<file path="src/rtl/txmb_pkg.sv">
package txmb_pkg;
  typedef enum logic [1:0] {
    MB_EMPTY = 2'd0,
    MB_PEND  = 2'd1,
    MB_SCHED = 2'd2,
    MB_XMIT  = 2'd3
  } mb_state_e;
endpackage

</file>
<file path="src/rtl/txmb_slot.sv">
module txmb_slot
  import txmb_pkg::*;
#(
  parameter int ID_W   = 29,
  parameter int DLC_W  = 4,
  parameter int DATA_W = 64,
  parameter int SEQ_W  = 2
) (
  input  logic              clk,
  input  logic              rst,
  input  logic              wr_hit,
  input  logic [ID_W-1:0]   wr_id,
  input  logic [DLC_W-1:0]  wr_dlc,
  input  logic [DATA_W-1:0] wr_data,
  input  logic              req_hit,
  input  logic              abort_hit,
  input  logic [SEQ_W-1:0]  seq_in,
  input  logic              xmit_busy,
  input  logic              pick_me,
  input  logic              launch,
  input  logic              single_shot,
  input  logic              eng_done,
  input  logic              eng_ok,
  input  logic              eng_arb_lost,
  input  logic              eng_err,
  output mb_state_e         state_o,
  output logic [ID_W-1:0]   id_o,
  output logic [DLC_W-1:0]  dlc_o,
  output logic [DATA_W-1:0] data_o,
  output logic [SEQ_W-1:0]  seq_o,
  output logic              done_o,
  output logic              ok_o,
  output logic              arb_o,
  output logic              err_o
);

  logic abort_wait;

  always_ff @(posedge clk) begin
    if (rst) begin
      state_o    <= MB_EMPTY;
      id_o       <= '0;
      dlc_o      <= '0;
      data_o     <= '0;
      seq_o      <= '0;
      done_o     <= 1'b0;
      ok_o       <= 1'b0;
      arb_o      <= 1'b0;
      err_o      <= 1'b0;
      abort_wait <= 1'b0;
    end else begin
      if (wr_hit && state_o == MB_EMPTY) begin
        id_o   <= wr_id;
        dlc_o  <= wr_dlc;
        data_o <= wr_data;
      end
      case (state_o)
        MB_EMPTY: begin
          if (req_hit) begin
            state_o    <= MB_PEND;
            seq_o      <= seq_in;
            done_o     <= 1'b0;
            ok_o       <= 1'b0;
            arb_o      <= 1'b0;
            err_o      <= 1'b0;
            abort_wait <= 1'b0;
          end
        end
        MB_PEND, MB_SCHED: begin
          if (abort_hit) begin
            state_o <= MB_EMPTY;
            done_o  <= 1'b1;
            ok_o    <= 1'b0;
          end else if (launch) begin
            state_o <= MB_XMIT;
          end else if (!xmit_busy) begin
            state_o <= pick_me ? MB_SCHED : MB_PEND;
          end
        end
        default: begin
          if (abort_hit) abort_wait <= 1'b1;
          if (eng_done) begin
            if (eng_ok) begin
              state_o <= MB_EMPTY;
              done_o  <= 1'b1;
              ok_o    <= 1'b1;
            end else begin
              arb_o <= arb_o | eng_arb_lost;
              err_o <= err_o | eng_err;
              if (single_shot || abort_wait || abort_hit) begin
                state_o <= MB_EMPTY;
                done_o  <= 1'b1;
                ok_o    <= 1'b0;
              end else begin
                state_o <= MB_PEND;
              end
            end
          end
        end
      endcase
    end
  end

  assert_write_locked_R1: assert property (@(posedge clk) disable iff (rst)
    (wr_hit && state_o != MB_EMPTY) |=> $stable(id_o) && $stable(data_o));

  assert_request_taken_R2: assert property (@(posedge clk) disable iff (rst)
    (req_hit && state_o == MB_EMPTY) |=> state_o == MB_PEND);

  assert_success_empties_R6: assert property (@(posedge clk) disable iff (rst)
    (eng_done && eng_ok && state_o == MB_XMIT) |=> (state_o == MB_EMPTY && ok_o && done_o));

  assert_single_shot_R8: assert property (@(posedge clk) disable iff (rst)
    (eng_done && single_shot && state_o == MB_XMIT) |=> (state_o == MB_EMPTY && done_o));

  assert_abort_waiting_R9: assert property (@(posedge clk) disable iff (rst)
    (abort_hit && (state_o == MB_PEND || state_o == MB_SCHED))
      |=> (state_o == MB_EMPTY && done_o && !ok_o));

endmodule

</file>
<file path="src/rtl/txmb_pick.sv">
module txmb_pick #(
  parameter int N     = 3,
  parameter int ID_W  = 29,
  parameter int SEQ_W = 2,
  localparam int SEL_W = (N > 1) ? $clog2(N) : 1
) (
  input  logic [N-1:0]      cand,
  input  logic [N*ID_W-1:0] ids,
  input  logic [N*SEQ_W-1:0] seqs,
  input  logic [SEQ_W-1:0]  seq_now,
  input  logic              fifo_mode,
  output logic              valid,
  output logic [SEL_W-1:0]  sel
);

  logic [SEQ_W-1:0] age [N];
  logic [ID_W-1:0]  idv [N];
  logic [ID_W-1:0]  best_id;
  logic [SEQ_W-1:0] best_age;

  for (genvar g = 0; g < N; g++) begin : g_unpack
    assign idv[g] = ids[g*ID_W +: ID_W];
    assign age[g] = seq_now - seqs[g*SEQ_W +: SEQ_W];
  end

  always_comb begin
    valid    = 1'b0;
    sel      = '0;
    best_id  = '0;
    best_age = '0;
    for (int i = 0; i < N; i++) begin
      if (cand[i] && (!valid || (fifo_mode ? (age[i] > best_age) : (idv[i] < best_id)))) begin
        valid    = 1'b1;
        sel      = SEL_W'(i);
        best_id  = idv[i];
        best_age = age[i];
      end
    end
  end

endmodule

</file>
<file path="src/rtl/tx_mailbox_sched.sv">
module tx_mailbox_sched
  import txmb_pkg::*;
#(
  parameter int N      = 3,
  parameter int ID_W   = 29,
  parameter int DLC_W  = 4,
  parameter int DATA_W = 64,
  parameter int SEQ_W  = 2,
  localparam int SEL_W = (N > 1) ? $clog2(N) : 1
) (
  input  logic              clk,
  input  logic              rst,
  input  logic              cfg_fifo_order,
  input  logic              cfg_single_shot,
  input  logic              wr_en,
  input  logic [SEL_W-1:0]  wr_sel,
  input  logic [ID_W-1:0]   wr_id,
  input  logic [DLC_W-1:0]  wr_dlc,
  input  logic [DATA_W-1:0] wr_data,
  input  logic              req_en,
  input  logic [SEL_W-1:0]  req_sel,
  input  logic              abort_en,
  input  logic [SEL_W-1:0]  abort_sel,
  input  logic              bus_idle,
  input  logic              eng_done,
  input  logic              eng_ok,
  input  logic              eng_arb_lost,
  input  logic              eng_err,
  output logic              eng_start,
  output logic [SEL_W-1:0]  eng_sel,
  output logic [ID_W-1:0]   eng_id,
  output logic [DLC_W-1:0]  eng_dlc,
  output logic [DATA_W-1:0] eng_data,
  output logic [N-1:0]      mb_empty,
  output logic              free_valid,
  output logic [SEL_W-1:0]  free_code,
  output logic [N-1:0]      done_flag,
  output logic [N-1:0]      ok_flag,
  output logic [N-1:0]      arb_flag,
  output logic [N-1:0]      err_flag
);

  mb_state_e         st     [N];
  logic [ID_W-1:0]   id_a   [N];
  logic [DLC_W-1:0]  dlc_a  [N];
  logic [DATA_W-1:0] data_a [N];
  logic [SEQ_W-1:0]  seq_a  [N];

  logic [N-1:0]       cand, xmit_vec, req_hit, launch_vec;
  logic [N*ID_W-1:0]  ids_flat;
  logic [N*SEQ_W-1:0] seqs_flat;
  logic [SEQ_W-1:0]   seq_cnt;
  logic               pick_valid, xmit_busy, launch_ok;
  logic [SEL_W-1:0]   pick_sel;

  assign xmit_busy = |xmit_vec;
  assign launch_ok = pick_valid && bus_idle && !xmit_busy
                     && !(abort_en && abort_sel == pick_sel);

  for (genvar g = 0; g < N; g++) begin : g_slot
    localparam logic [SEL_W-1:0] IDX = SEL_W'(g);
    assign cand[g]       = (st[g] == MB_PEND) || (st[g] == MB_SCHED);
    assign xmit_vec[g]   = (st[g] == MB_XMIT);
    assign mb_empty[g]   = (st[g] == MB_EMPTY);
    assign req_hit[g]    = req_en && (req_sel == IDX) && mb_empty[g];
    assign launch_vec[g] = launch_ok && (pick_sel == IDX);
    assign ids_flat[g*ID_W +: ID_W]    = id_a[g];
    assign seqs_flat[g*SEQ_W +: SEQ_W] = seq_a[g];

    txmb_slot #(.ID_W(ID_W), .DLC_W(DLC_W), .DATA_W(DATA_W), .SEQ_W(SEQ_W)) u_slot (
      .clk(clk), .rst(rst),
      .wr_hit(wr_en && wr_sel == IDX), .wr_id(wr_id), .wr_dlc(wr_dlc), .wr_data(wr_data),
      .req_hit(req_hit[g]), .abort_hit(abort_en && abort_sel == IDX),
      .seq_in(seq_cnt), .xmit_busy(xmit_busy),
      .pick_me(pick_valid && pick_sel == IDX), .launch(launch_vec[g]),
      .single_shot(cfg_single_shot),
      .eng_done(eng_done), .eng_ok(eng_ok), .eng_arb_lost(eng_arb_lost), .eng_err(eng_err),
      .state_o(st[g]), .id_o(id_a[g]), .dlc_o(dlc_a[g]), .data_o(data_a[g]), .seq_o(seq_a[g]),
      .done_o(done_flag[g]), .ok_o(ok_flag[g]), .arb_o(arb_flag[g]), .err_o(err_flag[g])
    );
  end

  txmb_pick #(.N(N), .ID_W(ID_W), .SEQ_W(SEQ_W)) u_pick (
    .cand(cand), .ids(ids_flat), .seqs(seqs_flat), .seq_now(seq_cnt),
    .fifo_mode(cfg_fifo_order), .valid(pick_valid), .sel(pick_sel)
  );

  always_ff @(posedge clk) begin
    if (rst) begin
      seq_cnt   <= '0;
      eng_start <= 1'b0;
      eng_sel   <= '0;
      eng_id    <= '0;
      eng_dlc   <= '0;
      eng_data  <= '0;
    end else begin
      if (|req_hit) seq_cnt <= seq_cnt + 1'b1;
      eng_start <= launch_ok;
      if (launch_ok) begin
        eng_sel  <= pick_sel;
        eng_id   <= id_a[pick_sel];
        eng_dlc  <= dlc_a[pick_sel];
        eng_data <= data_a[pick_sel];
      end
    end
  end

  always_comb begin
    free_valid = 1'b0;
    free_code  = '0;
    for (int i = N - 1; i >= 0; i--) begin
      if (mb_empty[i]) begin
        free_valid = 1'b1;
        free_code  = SEL_W'(i);
      end
    end
  end

  assert_single_xmit_R5: assert property (@(posedge clk) disable iff (rst)
    $onehot0(xmit_vec));

  assert_start_on_idle_R5: assert property (@(posedge clk) disable iff (rst)
    $rose(eng_start) |-> $past(bus_idle));

  assert_start_pulse_R5: assert property (@(posedge clk) disable iff (rst)
    eng_start |=> !eng_start);

endmodule

</file>
<file path="config.mk">
export PLATFORM = sky130hd
export DESIGN_NAME = tx_mailbox_sched
export DESIGN_NICKNAME = d
export VERILOG_FILES = /design/src/rtl/txmb_pkg.sv /design/src/rtl/txmb_slot.sv /design/src/rtl/txmb_pick.sv /design/src/rtl/tx_mailbox_sched.sv
export SDC_FILE = /design/constraint.sdc
export NUM_CORES = 1
export LEC_CHECK = 0
export BUFFER_PORTS_ARGS = -buffer_cell sky130_fd_sc_hd__buf_2
export CORE_MARGIN = 2
export CORE_UTILIZATION = 37
export CTS_CLUSTER_DIAMETER = 150
export DETAILED_ROUTE_END_ITERATION = 7
export GPL_ROUTABILITY_DRIVEN = 0
export PLACE_DENSITY_LB_ADDON = 0.1
export SLEW_MARGIN = 20
export SYNTH_ARGS = -nofsm -noshare
export SYNTH_HDL_FRONTEND = slang
export SYNTH_SLANG_ARGS = --single-unit
</file>
<file path="constraint.sdc">
create_clock -name clk -period 6.27 [get_ports clk]
set_input_delay 0.3135 -clock clk [delete_from_list [all_inputs] [get_ports clk]]
set_output_delay 0.3135 -clock clk [all_outputs]
set_load 0.01 [all_outputs]
</file>
# After elaboration in Yosys (flattened, before gate mapping)
# Index checks and enable logic that the tools add are counted.
# W data, S select, Z words.
[totals] ff_bits=420 inputBits=115 out_inout_bits=118
[op_classes] addsub=4 n_lt_le_gt_ge=5 n_eq_ne=30 n_mux=107 bitwise=10 n_reduce_logical=81
[ops] op="$bmux W64 S2" count=1
[ops] op="$mux W64" count=2
[ops] op="$mux W29" count=4
[ops] op="$bmux W29 S2" count=1
[ops] op="$lt A29 B29 Y1" count=2
[ops] op="$mux W2" count=27
[ops] op="$mux W1" count=51
[ops] op="$pmux W1 S2" count=15
[ops] op="$logic_and A1 B1 Y1" count=27
[ops] op="$reduce_and A4 Y1" count=6
[ops] op="$eq A2 B2 Y1 const B" count=10
[ops] op="$ne A2 B1 Y1 const B" count=9
[ops] op="$reduce_and A3 Y1" count=6
[ops] op="$eq A2 B1 Y1 const B" count=7
[ops] op="$logic_not A2 Y1" count=7
[ops] op="$pmux W2 S2" count=3
[ops] op="$reduce_bool A2 Y1" count=6
[ops] op="$reduce_bool A4 Y1" count=3
[ops] op="$logic_or A1 B1 Y1" count=11
[ops] op="$reduce_bool A3 Y1" count=3
[ops] op="$bmux W4 S2" count=1
[ops] op="$mux W4" count=2
[ops] op="$ne A4 B2 Y1 const B" count=2
[ops] op="$or A1 B1 Y1" count=6
[ops] op="12 further kinds" count=25

# Depth between registers and ports, before layout
# Gate-level depths: netlist (run 1).
[logic_depth] word_depth=21 mapped_depth=32 mapped_depth_nobuf=23

# Modules after synthesis
# Synthesis (run 1) repeated with hierarchy kept, for this count alone.
[unflattened] cells_unflattened=2437 hier_area_um2=19493.7
[by_module_without_submodules] mod="txmb_slot" n_inst=3 cells_each=483 area_per_inst_um2=3814.9
[by_module_without_submodules] mod="tx_mailbox_sched" n_inst=1 cells_each=712 area_per_inst_um2=6140.9
[by_module_without_submodules] mod="txmb_pick" n_inst=1 cells_each=276 area_per_inst_um2=1908.1

# Worst setup path after synthesis (run 1)
# No wires, ideal clock.
[synth_path] path_type="register to register" from="register g_slot[0].u_slot.state_o[0]" to="register eng_data[33]" arrival_time_ps=6091 path_slack_ps=57 path_stages_with_launch=32 cell_sequence="dfxtp_1 -> inv_1 -> ha_1 -> buf_2 -> clkbuf_1 -> clkbuf_1 -> buf_1 -> nand2_1 -> ha_1 -> a21o_1 -> a2111oi_2 -> a21oi_2 -> o211ai_1 -> and2_1 -> buf_2 -> buf_2 -> buf_2 -> nand2_1 -> a21boi_0 -> ha_1 -> a211oi_1 -> o211ai_1 -> a221oi_1 -> o21ai_1 -> nor3_1 -> nand4bb_1 -> nand3_1 -> nand3_4 -> nor4_4 -> buf_6 -> buf_6 -> a221o_1"
[synth_between] elab_chain_len=17 elab_cells_between_ends=37 classes_between="order compare: 4; eq/ne: 4; mux: 14; bitwise: 1; reduce/logical: 14"
[synth_rtl] element="start: declaration" line_no="txmb_slot.sv:26" source="output mb_state_e state_o,"
[synth_rtl] element="start signal: assignment" line_no="txmb_slot.sv:77" source="state_o <= pick_me ? MB_SCHED : MB_PEND;"
[synth_rtl] element="$eq A2 B1 Y1 / $eq A2 B2 Y1 (equally long branches)" line_no="tx_mailbox_sched.sv:62" source="assign cand[g] = (st[g] == MB_PEND) || (st[g] == MB_SCHED);"
[synth_rtl] element="$logic_or A1 B1 Y1" line_no="tx_mailbox_sched.sv:62"
[synth_rtl] element="$mux W29 / $mux W2 (equally long branches)" line_no="txmb_pick.sv:32" source="if (cand[i] && (!valid || (fifo_mode ? (age[i] > best_age) : (idv[i] < best_id)))) begin"
[synth_rtl] element="$lt A29 B29 Y1 / $gt A2 B2 Y1 (equally long branches)" line_no="txmb_pick.sv:32"
[synth_rtl] element="$mux W1" line_no="txmb_pick.sv:32"
[synth_rtl] element="$logic_or A1 B1 Y1" line_no="txmb_pick.sv:32"
[synth_rtl] element="$logic_and A1 B1 Y1" line_no="txmb_pick.sv:32"
[synth_rtl] element="$mux W29 / $mux W2 (equally long branches)" line_no="txmb_pick.sv:32"
[synth_rtl] element="$lt A29 B29 Y1 / $gt A2 B2 Y1 (equally long branches)" line_no="txmb_pick.sv:32"
[synth_rtl] element="$mux W1" line_no="txmb_pick.sv:32"
[synth_rtl] element="$logic_or A1 B1 Y1" line_no="txmb_pick.sv:32"
[synth_rtl] element="$logic_and A1 B1 Y1" line_no="txmb_pick.sv:32"
[synth_rtl] element="$mux W2" line_no="txmb_pick.sv:32"
[synth_rtl] element="$not A2 Y3 (not written as such) / $eq A2 B2 Y1 (equally long branches)" line_no="tx_mailbox_sched.sv:103, tx_mailbox_sched.sv:58"
[synth_rtl] element="$bmux W64 S2 / $logic_and A1 B1 Y1 (equally long branches)" line_no="tx_mailbox_sched.sv:103, tx_mailbox_sched.sv:58"
[synth_rtl] element="$mux W64 (not written as such) / $logic_not A1 Y1 (equally long branches)" line_no="tx_mailbox_sched.sv:103, tx_mailbox_sched.sv:58"
[synth_rtl] element="$mux W64 (not written as such) / $logic_and A1 B1 Y1 (equally long branches)" line_no="tx_mailbox_sched.sv:103, tx_mailbox_sched.sv:58"
[synth_rtl] element="end signal: assignment" line_no="tx_mailbox_sched.sv:103" source="eng_data <= data_a[pick_sel];"
[synth_rtl] element="end: declaration" line_no="tx_mailbox_sched.sv:33" source="output logic [DATA_W-1:0] eng_data,"
# Parallel ways exist; a longest one is shown, timed or not. The select of a mux whose other input is x is not followed.
# A chain may end at the register's enable or synchronous reset.

# Worst setup path after layout (run 1)
[layout_path] from="register g_slot[0].u_slot.state_o[0]" to="register eng_data[18]"
# Same word-level chain as after synthesis.

==> results.ini, run 1 <==
[detailed_routing]
drt_pre_antenna_iters=5
antenna_left=0
wirelength_um=65300
drtIter0Drc=1276
vias=18200
routed_via_density=5.38
wl_per_cell_um=19.3
drc=0

[cells_and_area]
layout-drive-gt1-share_pct=14.7
nNetsFinal=2855
layoutNonFillerInstCount=3380
syn2layout_area_growth_pct=23.3
final_common_cell=nand2_1
final_cell_mix=nand2_1, a21oi_1, dfxtp_1
fillCellCount=4990

[floorplan]
core-area_mm2=0.0502
dieWidth_um=229
rows=82
die_area_mm2=0.0526
ios=233
die_h_um=229
initial_core_util_pct=37.5

[worst_setup_path]
worst_r2r_endpoint=eng_data[18]
critical_path_buf_inv_count=4
critical_path_class=reg2reg
critPathSlowestCell=dfxtp_1
start_kind=flip-flop
r2r_cells=26
worstPathMaxFanout=22
max_stage_delay_ps=390
critical_path.endpoint=eng_data[18]
cp.arrival_ps=6330
r2r_start=g_slot[0].u_slot.state_o[0]
cp_data_required_time_ps=6740
cp_num_cells=26
r2r_slack_ps=420
cp_top_family=compound AO/OA/AOI/OAI gates
cp-end-kind=flip-flop
crit_start=g_slot[0].u_slot.state_o[0]

[synth]
ys_types=62
yosysWarningCount=0
synthesis.area_mm2=0.0188
synthMuxAreaShare_pct=0.220
ys_ff_latch=420
synth_xor_area_share_pct=0.373
async_reset_ff_share_pct=0
syn_inst=2454
synthAdderAreaFrac_pct=4.79
syn_avg_cell_area_um2=7.66
synth_edf_count=0
ys_seq_area_share_pct=44.7
synthSimpleGateAreaFrac_pct=24.3
synth_top_family_by_area=simple AND/OR/NAND/NOR gates
synth_nets=2641
synth_compound_area_share_pct=20.4
ys.flop_type=dfxtp_1

[timing]
whs_ps=23.2
setup_violations=0
period_minus_slack_ps=5850
finalHoldViolCount=0
max-slew-margin-rel_pct=24.7
finalClockSkew_ps=20.2
fmax_ghz=0.171
final.setup.worst_slack_ps=415
rsz0062_at_grt=false
fin_setup_tns_ps=0
slew_violations=0
timing.final.crit_share_pct=93.4
tightest_slew_ps=1130

[power_and_ir_drop]
p_clk_share_pct=35.0
seq_power_share_pct=35.2
power_density_mw_per_mm2=371
p_sw_mw=3.07
finalPower_mw=8.59
power_switching_share_pct=35.8
combPwrFrac_pct=29.7
ir_drop_mv=0.218
power_leakage_nw=8.71
internal_power_mw=5.52

[clocking]
cts_buffer_depth=3
cts.htree.levels=2
clkLatencyLatePin_ps=600
cts_buffers=48
root_buffer=clkbuf_16
clock_sinks=420
cts_tree=built
clkTransAtPathRegs_ps=60

[global_routing]
grt.overflow.total=0
grt_pass1_vias=17600
grt_pass1_wl_um=101000
grt_usage_pct=24.0
grt_max_degree=159
antenna_found_initial=2

[placed_design]
place_ws_ps=-113
dp.cells=3188
dpl.hpwl_um=38800
numPortBuffers=232

[run]
drv_cap=0

[worst_hold_path]
hp-class=in2reg

[status]
status=complete, no violations

## worst register-to-register path, cell delays in order, from the launching register on
cell       delay [ps]
dfxtp_1           390
inv_1             100
ha_4              310
buf_12            170
nand2_1            80
ha_1              330
a21oi_1           190
o21a_1            170
a2bb2oi_1         160
nand4_1           170
o211ai_1          310
and2_4            320
nand2_1           120
a21boi_1          140
ha_1              340
a211oi_2          220
o211ai_1          190
a221oi_2          340
o21ai_1           130
nor3_2            150
nand4bb_4         210
nand3_1           160
nand3_4           200
nor4_4             60
buf_4             180
clkbuf_16         200
a221o_1           380
## worst min-delay path by stage
stage                           startpoint                          end  slack [ps]  cells past startpoint
5_1_grt                           wr_id[4]     g_slot[2].u_slot.id_o[4]          30                      3
2_1_floorplan  g_slot[0].u_slot.data_o[11]  g_slot[0].u_slot.data_o[11]         440                      2
6_report                          wr_id[5]     g_slot[0].u_slot.id_o[5]          20                      3
4_1_cts                           wr_id[4]     g_slot[2].u_slot.id_o[4]         0.6                      3
3_3_place_gp   g_slot[1].u_slot.data_o[27]  g_slot[1].u_slot.data_o[27]         440                      2
3_5_place_dp                  eng_data[49]                 eng_data[49]         450                      2
## timing repair
item / CTS / global route
hold endpoints to repair: 277 / 0
pin swaps: 0 / 9
hold buffers: 93 / 0
resized for setup: 1 / 21
setup endpoints to repair: 79 / 105
buffers inserted: 0 / 7
gates cloned: 0 / 2
## final cells by class
type	count	area (um^2)	share of cell area, %
Multi-Input combinational cell	1807	9550	41.2
Clock buffer	65	1370	5.89
Timing Repair Buffer	375	2630	11.3
Antenna cell	1	2.50	0.0108
Inverter	16	60.1	0.259
Sequential cell	420	8410	36.3
Tap cell	672	841	3.63
Clock inverter	24	328	1.41
## cell usage after synthesis, drive strengths merged (4+ instances only)
cell type | number | area, um^2
a21boi | 28 | 210
buf | 59 | 362
clkbuf | 152 | 571
nor3 | 11 | 60.1
nand2 | 820 | 3080
inv | 16 | 60.1
nor4 | 4 | 46.3
nand3b | 7 | 52.6
a221oi | 4 | 35.0
and2 | 6 | 37.5
o211ai | 5 | 37.5
xnor2 | 7 | 61.3
o21ai | 15 | 75.1
ha | 72 | 901
nand4 | 83 | 519
a311o | 61 | 611
a21o | 8 | 60.1
a221o | 38 | 380
a31oi | 4 | 25.0
nor2b | 10 | 62.6
dfxtp | 420 | 8410
nor2 | 125 | 469
a21oi | 435 | 2180
nand3 | 13 | 77.6
## per-stage QoR
stage	cell area [um^2]	util (%)
3_5_place_dp	20400	40.6
6_report	23200	46.2
5_1_grt	23200	46.2
4_1_cts	23000	45.8
3_3_place_gp	20400	40.6
2_1_floorplan	18800	-
## layer usage
metal / GRT usage (%) / routed length (um)
met1: 31.7 / 28900
met2: 40.5 / 31100
met3: 3.90 / 4010
met4: 6.21 / 1250
met5: 0 / 13
## registers in the layout, indices dropped and copies added, names as in the netlist
| name | flops |
|---|---|
| g_slot.u_slot.err_o | 3 |
| g_slot.u_slot.id_o | 87 |
| g_slot.u_slot.seq_o | 6 |
| eng_sel | 2 |
| g_slot.u_slot.done_o | 3 |
| g_slot.u_slot.arb_o | 3 |
| eng_id | 29 |
| eng_start | 1 |
| g_slot.u_slot.ok_o | 3 |
| eng_dlc | 4 |
| g_slot.u_slot.state_o | 6 |
| g_slot.u_slot.data_o | 192 |
| g_slot.u_slot.abort_wait | 3 |
| seq_cnt | 2 |
| eng_data | 64 |
| g_slot.u_slot.dlc_o | 12 |
## power by group through the flow
stage          clock network (mW)  logic [mW]  registers [mW]
2_1_floorplan                   0        1.48            3.08
3_3_place_gp                    0        2.35            3.08
3_5_place_dp                    0        2.38            3.08
4_1_cts                      3.07        2.44            3.03
5_1_grt                      3.18        2.77            3.05
6_report                     3.01        2.55            3.03
## kinds of logic (layout without fill, tap and decap cells)
logic type               after synthesis  in the layout
buffers and inverters                227            480
AND/OR/NAND/NOR                     1100           1100
XOR/XNOR                               8              8
adder cells (fa/ha/maj)               72             72
AO/OA/AOI/OAI                        623            623
multiplexers                           4              4
flip-flops                           420            420
other                                  0              1
Power figures use the tool's default switching activity.
==> run 2: changes to the inputs <==
--- a/config.mk
+++ b/config.mk
@@ -15,4 +15,5 @@
 export SLEW_MARGIN = 20
 export SYNTH_ARGS = -nofsm -noshare
 export SYNTH_HDL_FRONTEND = slang
+export SYNTH_HIERARCHICAL = 1
 export SYNTH_SLANG_ARGS = --single-unit
==> run 2 against run 1 <==
Flip-flop and latch count unchanged. Final cell count up 2.0%. Design area up 5.9%. Fmax down 3.5%. Utilization up 0.71 points. Sequential share of layout area down 2.0 points. Critical path depth up 3. Non-clock buffer count up 33.
==> results.ini, run 2 <==
[power_and_ir_drop]
ir_drop_mv=0.210  ; -3.7%
power_density_mw_per_mm2=390  ; +5.3%
power_leakage_nw=9.41  ; +8.1%

[synth]
ys.flop_type=dfxtp_1
ys_seq_area_share_pct=43.1  ; -1.6 points
yosysWarningCount=6  ; +6
async_reset_ff_share_pct=0  ; unchanged
synthesis.area_mm2=0.0195  ; +3.7%
synth_top_cell_area_share_pct=43.1  ; -1.6 points
synth_top_area_cell=dfxtp_1
synth_nets=2627  ; -0.53%
synth_edf_count=0  ; unchanged
syn_inst=2437  ; -0.69%
ys_top_cells_by_count=nand2_1, dfxtp_1, a21oi_1
synth_most_common_cell=nand2_1
ys_ff_latch=420  ; unchanged
ys_types=55  ; -11%
syn_avg_cell_area_um2=8.00  ; +4.4%
synth_area_leaders=dfxtp_1, nand2_1, a21oi_1

[worst_setup_path]
cp.arrival_ps=6510  ; +180 ps
cp-end-kind=flip-flop
critPathSlowestCell=or4_4
r2r_slack_ps=200  ; -220 ps
critical_path_class=reg2reg
worstPathMaxFanout=18  ; -18%
start_kind=flip-flop
max_stage_delay_ps=520  ; +130 ps
cp_data_required_time_ps=6710  ; -30 ps

[cells_and_area]
nNetsFinal=2905  ; +1.8%
final_cell_mix=nand2_1, dfxtp_1, a21oi_1
regMostFlops=g_slot.u_slot/data_o
top_regs=g_slot.u_slot/data_o x192, g_slot.u_slot/id_o x87, eng_data x64
fillCellCount=5163  ; +3.5%
layout-drive-gt1-share_pct=19.8  ; +5.1 points
final_common_cell=nand2_1
syn2layout_area_growth_pct=26.0
largest_register_ffs=192  ; unchanged

[global_routing]
grt.overflow.total=0  ; unchanged
grt_usage_pct=22.3  ; -1.7 points
grt_pass1_wl_um=96300  ; -4.7%
grt_pass1_vias=17300  ; -1.3%
grt_max_degree=151  ; -5.0%
antenna_found_initial=9  ; +7

[placed_design]
place_ws_ps=-293  ; -180 ps
numPortBuffers=232  ; unchanged
dpl.hpwl_um=38200  ; -1.7%

[timing]
whs_ps=55.2  ; +32.1 ps
finalHoldViolCount=0  ; unchanged
period_minus_slack_ps=6070  ; +215 ps
finalClockSkew_ps=12.0  ; -8.15 ps
slew_violations=0  ; unchanged
timing.final.crit_share_pct=96.8  ; +3.4 points
setup_violations=0  ; unchanged
final.setup.worst_slack_ps=200  ; -215 ps
fmax_ghz=0.165  ; -3.5%
tightest_slew_ps=964  ; -166 ps
max-slew-margin-rel_pct=35.8  ; +11 points

[clocking]
clock_sinks=420  ; unchanged
cts_buffers=48  ; unchanged
cts.htree.levels=2  ; unchanged
clkTransAtPathRegs_ps=60  ; about the same
clkLatencyLatePin_ps=590  ; about the same
cts_tree=built
cts_buffer_depth=3  ; unchanged
root_buffer=clkbuf_16

[detailed_routing]
drt_pre_antenna_iters=6  ; +1
wl_per_cell_um=18.3  ; -5.4%
wirelength_um=62900  ; -3.6%
vias=17800  ; -1.9%
drtIter0Drc=1032  ; -19%
antenna_left=0  ; unchanged
drc=0  ; unchanged
routed_via_density=5.18  ; -3.8%

[floorplan]
die_h_um=234  ; +1.8%
initial_core_util_pct=37.2  ; -0.24 points
die_area_mm2=0.0545  ; +3.6%
dieWidth_um=234  ; +1.8%
core-area_mm2=0.0523  ; +4.3%
rows=84  ; +2.4%
ios=233  ; unchanged

[worst_hold_path]
hp-class=in2reg

[status]
status=complete, no violations

[run]
drv_cap=0  ; unchanged

==> run 2: cells by family (layout without fill, tap and decap cells) <==
kind of cell | count (synthesis) | in the layout | share of synthesized area (%)
multiplexers | 104 | 104 | 5.35
XOR/XNOR | 8 | 8 | 0.359
AND/OR/NAND/NOR | 1103 | 1103 | 23.4
buffers and inverters | 208 | 525 | 5.47
adder cells (fa/ha/maj) | 75 | 75 | 4.81
other | 0 | 4 | 0
AO/OA/AOI/OAI | 519 | 519 | 17.5
flip-flops | 420 | 420 | 43.1
==> run 2: what timing repair did <==
| action | CTS | global route |
|---|---|---|
| endpoints found under the hold margin | 290 | 0 |
| hold buffers | 97 | 0 |
| gates cloned | 1 | 5 |
| resized for setup | 12 | 68 |
| endpoints found under the setup margin | 105 | 106 |
| pin swaps | 3 | 38 |
| buffers inserted | 1 | 10 |
==> run 2: per-layer routing <==
| metal | share of wire, % | GRT usage, % |
|---|---|---|
| met1 | 44 | 28.1 |
| met2 | 49 | 38.6 |
| met3 | 4.7 | 3.93 |
| met4 | 2.3 | 6.74 |
| met5 | 0.091 | 0 |
==> run 2: cell type report <==
class / instances / area, um^2 / share of cell area, %
antenna: 4 / 10.0 / 0.0408
timing repair buffer: 408 / 3070 / 12.5
tap: 688 / 861 / 3.51
clock buffer: 73 / 1460 / 5.94
sequential: 420 / 8410 / 34.3
multi-input combinational: 1809 / 10500 / 42.7
clock inverter: 16 / 171 / 0.698
inverter: 28 / 105 / 0.428
==> run 2: report_power, final <==
| group | switching (mW) | leakage [nW] | internal (mW) |
|---|---|---|---|
| logic | 2.06 | 5.19 | 1.35 |
| registers | 0.229 | 3.42 | 3.05 |
| clock network | 1.17 | 0.804 | 1.73 |
==> run 2: per-stage QoR <==
step / TNS, ps / power (mW) / utilization (%) / std cells / area, um^2
floorplan: 0 / 5.30 / - / 2437 / 19500
global placement: -3510 / 6.46 / 40.7 / 3239 / 21300
detailed placement: -10900 / 6.49 / 40.7 / 3239 / 21300
CTS: 0 / 9.50 / 45.8 / 3427 / 24000
global route: -389 / 10.1 / 46.9 / 3445 / 24600
finish: 0 / 9.58 / 46.9 / 3446 / 24600
==> run 2: final timing paths <==
check                              start                     endpoint  cells past startpoint
max          g_slot[0].u_slot/state_o[1]  g_slot[1].u_slot/state_o[1]                     29
min                              eng_err       g_slot[1].u_slot/err_o                      3
max reg2reg  g_slot[0].u_slot/state_o[1]  g_slot[1].u_slot/state_o[1]                     29
min reg2reg  g_slot[1].u_slot/data_o[34]  g_slot[1].u_slot/data_o[34]                      2
==> run 2: worst max-delay path, delay by kind of cell, from the launching register on <==
family | cells | cell delay [ps]
buf+inv | 5 | 660
fa+ha+maj | 3 | 830
mux | 1 | 200
simple gates | 11 | 1890
compound gates | 8 | 1820
xor+xnor | 1 | 160
flops | 1 | 340
==> run 3: changes to the inputs <==
--- a/config.mk
+++ b/config.mk
@@ -5,11 +5,12 @@
 export SDC_FILE = /design/constraint.sdc
 export NUM_CORES = 1
 export LEC_CHECK = 0
-export BUFFER_PORTS_ARGS = -buffer_cell sky130_fd_sc_hd__buf_2
+export ABC_AREA = 1
 export CORE_MARGIN = 2
 export CORE_UTILIZATION = 37
 export CTS_CLUSTER_DIAMETER = 150
 export DETAILED_ROUTE_END_ITERATION = 7
+export DONT_BUFFER_PORTS = 1
 export GPL_ROUTABILITY_DRIVEN = 0
 export PLACE_DENSITY_LB_ADDON = 0.1
 export SLEW_MARGIN = 20
==> run 3 against run 2 <==
Largest power group unchanged. Register-to-register slack better by 390 ps. Sequential power increased by 13%. Clock skew grew 10 ps. Via count grew 11%. Final cell count rose by 12%. First-iteration DRC count grew 47%. Utilization fell by 3.9 points. Power rose by 36%. Clock power is 6% higher. Setup slack gained 390 ps. Design area down 3.4%.
==> results.ini, run 3 <==
[power_and_ir_drop]
p_sw_mw=6.11  ; +77%
finalPower_mw=13.0  ; +36%
ir_drop_mv=0.412  ; +96%
power_switching_share_pct=47.1  ; +11 points
combPwrFrac_pct=47.7  ; +12 points
internal_power_mw=6.87  ; +12%
seq_power_share_pct=28.7  ; -5.5 points
power_density_mw_per_mm2=548  ; +40%
p_clk_share_pct=23.6  ; -6.6 points
power_leakage_nw=9.88  ; +5.1%

[worst_setup_path]
r2r_slack_ps=590  ; +390 ps
cp.arrival_ps=6220  ; -290 ps
worstPathMaxFanout=48  ; +30
critical_path_buf_inv_count=6  ; +1
max_stage_delay_ps=650  ; +130 ps
cp_top_family=simple AND/OR/NAND/NOR gates
critPathSlowestCell=buf_4
critical_path_class=reg2reg
cp_data_required_time_ps=6810  ; +100 ps
cp-end-kind=flip-flop
start_kind=flip-flop
path_common_cell=nand2_1

[clocking]
cts_buffer_depth=3  ; unchanged
cts.htree.levels=2  ; unchanged
root_buffer=clkbuf_16
clkLatencyLatePin_ps=610  ; +20 ps
cts_buffers=49  ; +2.1%
clkTransAtPathRegs_ps=70  ; about the same
cts_tree=built
clock_sinks=420  ; unchanged

[global_routing]
grt_usage_pct=24.6  ; +2.3 points
antenna_found_initial=7  ; -2
grt_pass1_vias=18400  ; +6.1%
grt_max_degree=102  ; -32%
grt_pass1_wl_um=110000  ; +14%
grt.overflow.total=0  ; unchanged

[detailed_routing]
routed_via_density=5.11  ; -1.3%
wirelength_um=72800  ; +16%
wl_per_cell_um=18.8  ; +2.9%
drc=0  ; unchanged
vias=19800  ; +11%
drt_pre_antenna_iters=6  ; unchanged
antenna_left=0  ; unchanged
drtIter0Drc=1517  ; +47%

[cells_and_area]
layout-drive-gt1-share_pct=5.09  ; -15 points
final_common_cell=nor2_1
nNetsFinal=3272  ; +13%
regMostFlops=g_slot.u_slot/data_o
largest_register_ffs=192  ; unchanged
fillCellCount=5820  ; +13%
final_cell_mix=nor2_1, dfxtp_1, nand2_1
syn2layout_area_growth_pct=15.2
top_regs=g_slot.u_slot/data_o x192, g_slot.u_slot/id_o x87, eng_data x64

[run]
drv_cap=0  ; unchanged

[timing]
fin_setup_tns_ps=0  ; unchanged
period_minus_slack_ps=5680  ; -386 ps
max-slew-margin-rel_pct=31.8  ; -4.0 points
timing.final.crit_share_pct=90.7  ; -6.2 points
slew_violations=0  ; unchanged
tightest_slew_ps=1020  ; +59.6 ps
finalHoldViolCount=0  ; unchanged
rsz0062_at_grt=false
fmax_ghz=0.176  ; +6.8%
finalClockSkew_ps=22.2  ; +10.2 ps
setup_violations=0  ; unchanged

[synth]
yosysWarningCount=6  ; unchanged
async_reset_ff_share_pct=0  ; unchanged
syn_inst=3095  ; +27%
ys.flop_type=dfxtp_1
syn_avg_cell_area_um2=6.65  ; -17%
synth_area_leaders=dfxtp_1, nor2_1, o21ai_0
synth_most_common_cell=nor2_1
synth_edf_count=0  ; unchanged
synth_top_area_cell=dfxtp_1
synth_nets=3285  ; +25%
ys_ff_latch=420  ; unchanged
ys_top_cells_by_count=nor2_1, dfxtp_1, nand2_1
ys_seq_area_share_pct=40.8  ; -2.3 points
synth_top_cell_area_share_pct=40.8  ; -2.3 points
ys_types=35  ; -36%
synthesis.area_mm2=0.0206  ; +5.6%

[floorplan]
dieWidth_um=240  ; +2.7%
die_area_mm2=0.0575  ; +5.5%
core-area_mm2=0.0551  ; +5.3%
ios=233  ; unchanged
die_h_um=240  ; +2.7%
rows=86  ; +2.4%
initial_core_util_pct=37.4  ; +0.12 points

[status]
status=complete, no violations

[worst_hold_path]
hp-class=in2reg

[placed_design]
numPortBuffers=0  ; -100%
dpl.hpwl_um=41900  ; +9.7%

run 3: cell types whose count changed in the layout (fill, tap and decap cells not counted), sizes merged, moves of 225 or more:
cell   change
nor2     +734
o21ai    +327
buf      -269
nand2    -240
a21oi    -225
nand3    +279
run 3: final cells by class:
class | instances | area, um^2 | area share, %
repair buffers | 144 | 1480 | 6.23
clock buffers | 69 | 1430 | 6.04
well taps | 748 | 936 | 3.95
clock inverters | 23 | 303 | 1.28
inverters | 188 | 726 | 3.06
flip-flops and latches | 420 | 8410 | 35.5
multi-input cells | 2279 | 10400 | 43.9
diodes | 5 | 12.5 | 0.0528
run 3: worst reg2reg max path: cells and delay by family (launching register included):
family / cells / cell delay [ps]
AND/OR/NAND/NOR: 20 / 2020
buffers and inverters: 6 / 1230
AO/OA/AOI/OAI: 5 / 1050
adder cells (fa/ha/maj): 3 / 970
flip-flops: 1 / 370
run 3: cells by family (layout without fill, tap and decap cells):
logic type | count (synthesis) | in the layout | share of synthesized area [%]
other cells | 0 | 5 | 0
flops | 420 | 420 | 40.8
buf+inv | 397 | 424 | 8.81
compound gates | 493 | 493 | 12.1
fa+ha+maj | 75 | 75 | 4.56
xor+xnor | 5 | 5 | 0.213
simple gates | 1705 | 1706 | 33.4
run 3: stage by stage:
step	area, um^2	utilization [%]	worst slack, ps	instances	hold slack, ps
floorplan	20600	-	1210	3095	383
global placement	20800	37.7	223	3666	389
detailed placement	20800	37.7	134	3666	391
CTS	23600	42.8	92.7	3863	12.9
global route	23700	43.0	35.7	3875	56.4
finish	23700	43.0	586	3876	50.4
run 3: power by group through the flow:
stage               Clock, mW  Combinational [mW]  Sequential, mW
finish                   3.07                6.20            3.72
CTS                      3.14                5.93            3.73
detailed placement          0                5.84            3.78
global route             3.25                6.92            3.79
floorplan                   0                4.15            3.63
global placement            0                5.78            3.78
run 3: final timing paths:
path / end / from / cells after the start
max: eng_id[6] / g_slot[0].u_slot/state_o[0] / 34
min: g_slot[2].u_slot/abort_wait / abort_sel[1] / 4
max reg2reg: eng_id[6] / g_slot[0].u_slot/state_o[0] / 34
min reg2reg: g_slot[0].u_slot/data_o[56] / g_slot[0].u_slot/data_o[56] / 2
run 3: layer usage:
metal	up-vias	track usage [%]	part of all wire (%)	routed length, um
li1	9891	-	-	-
met1	9182	33.8	46	33600
met2	634	38.9	44	32000
met3	87	5.57	8.1	5890
met4	6	5.91	1.8	1290
met5	-	0	0.047	34
run 3: timing repair:
action | in CTS | in global routing
buffers inserted | 0 | 4
hold endpoints to repair | 333 | 0
hold buffers | 105 | 0
resized for setup | 0 | 15
endpoints found under the setup margin | 0 | 106
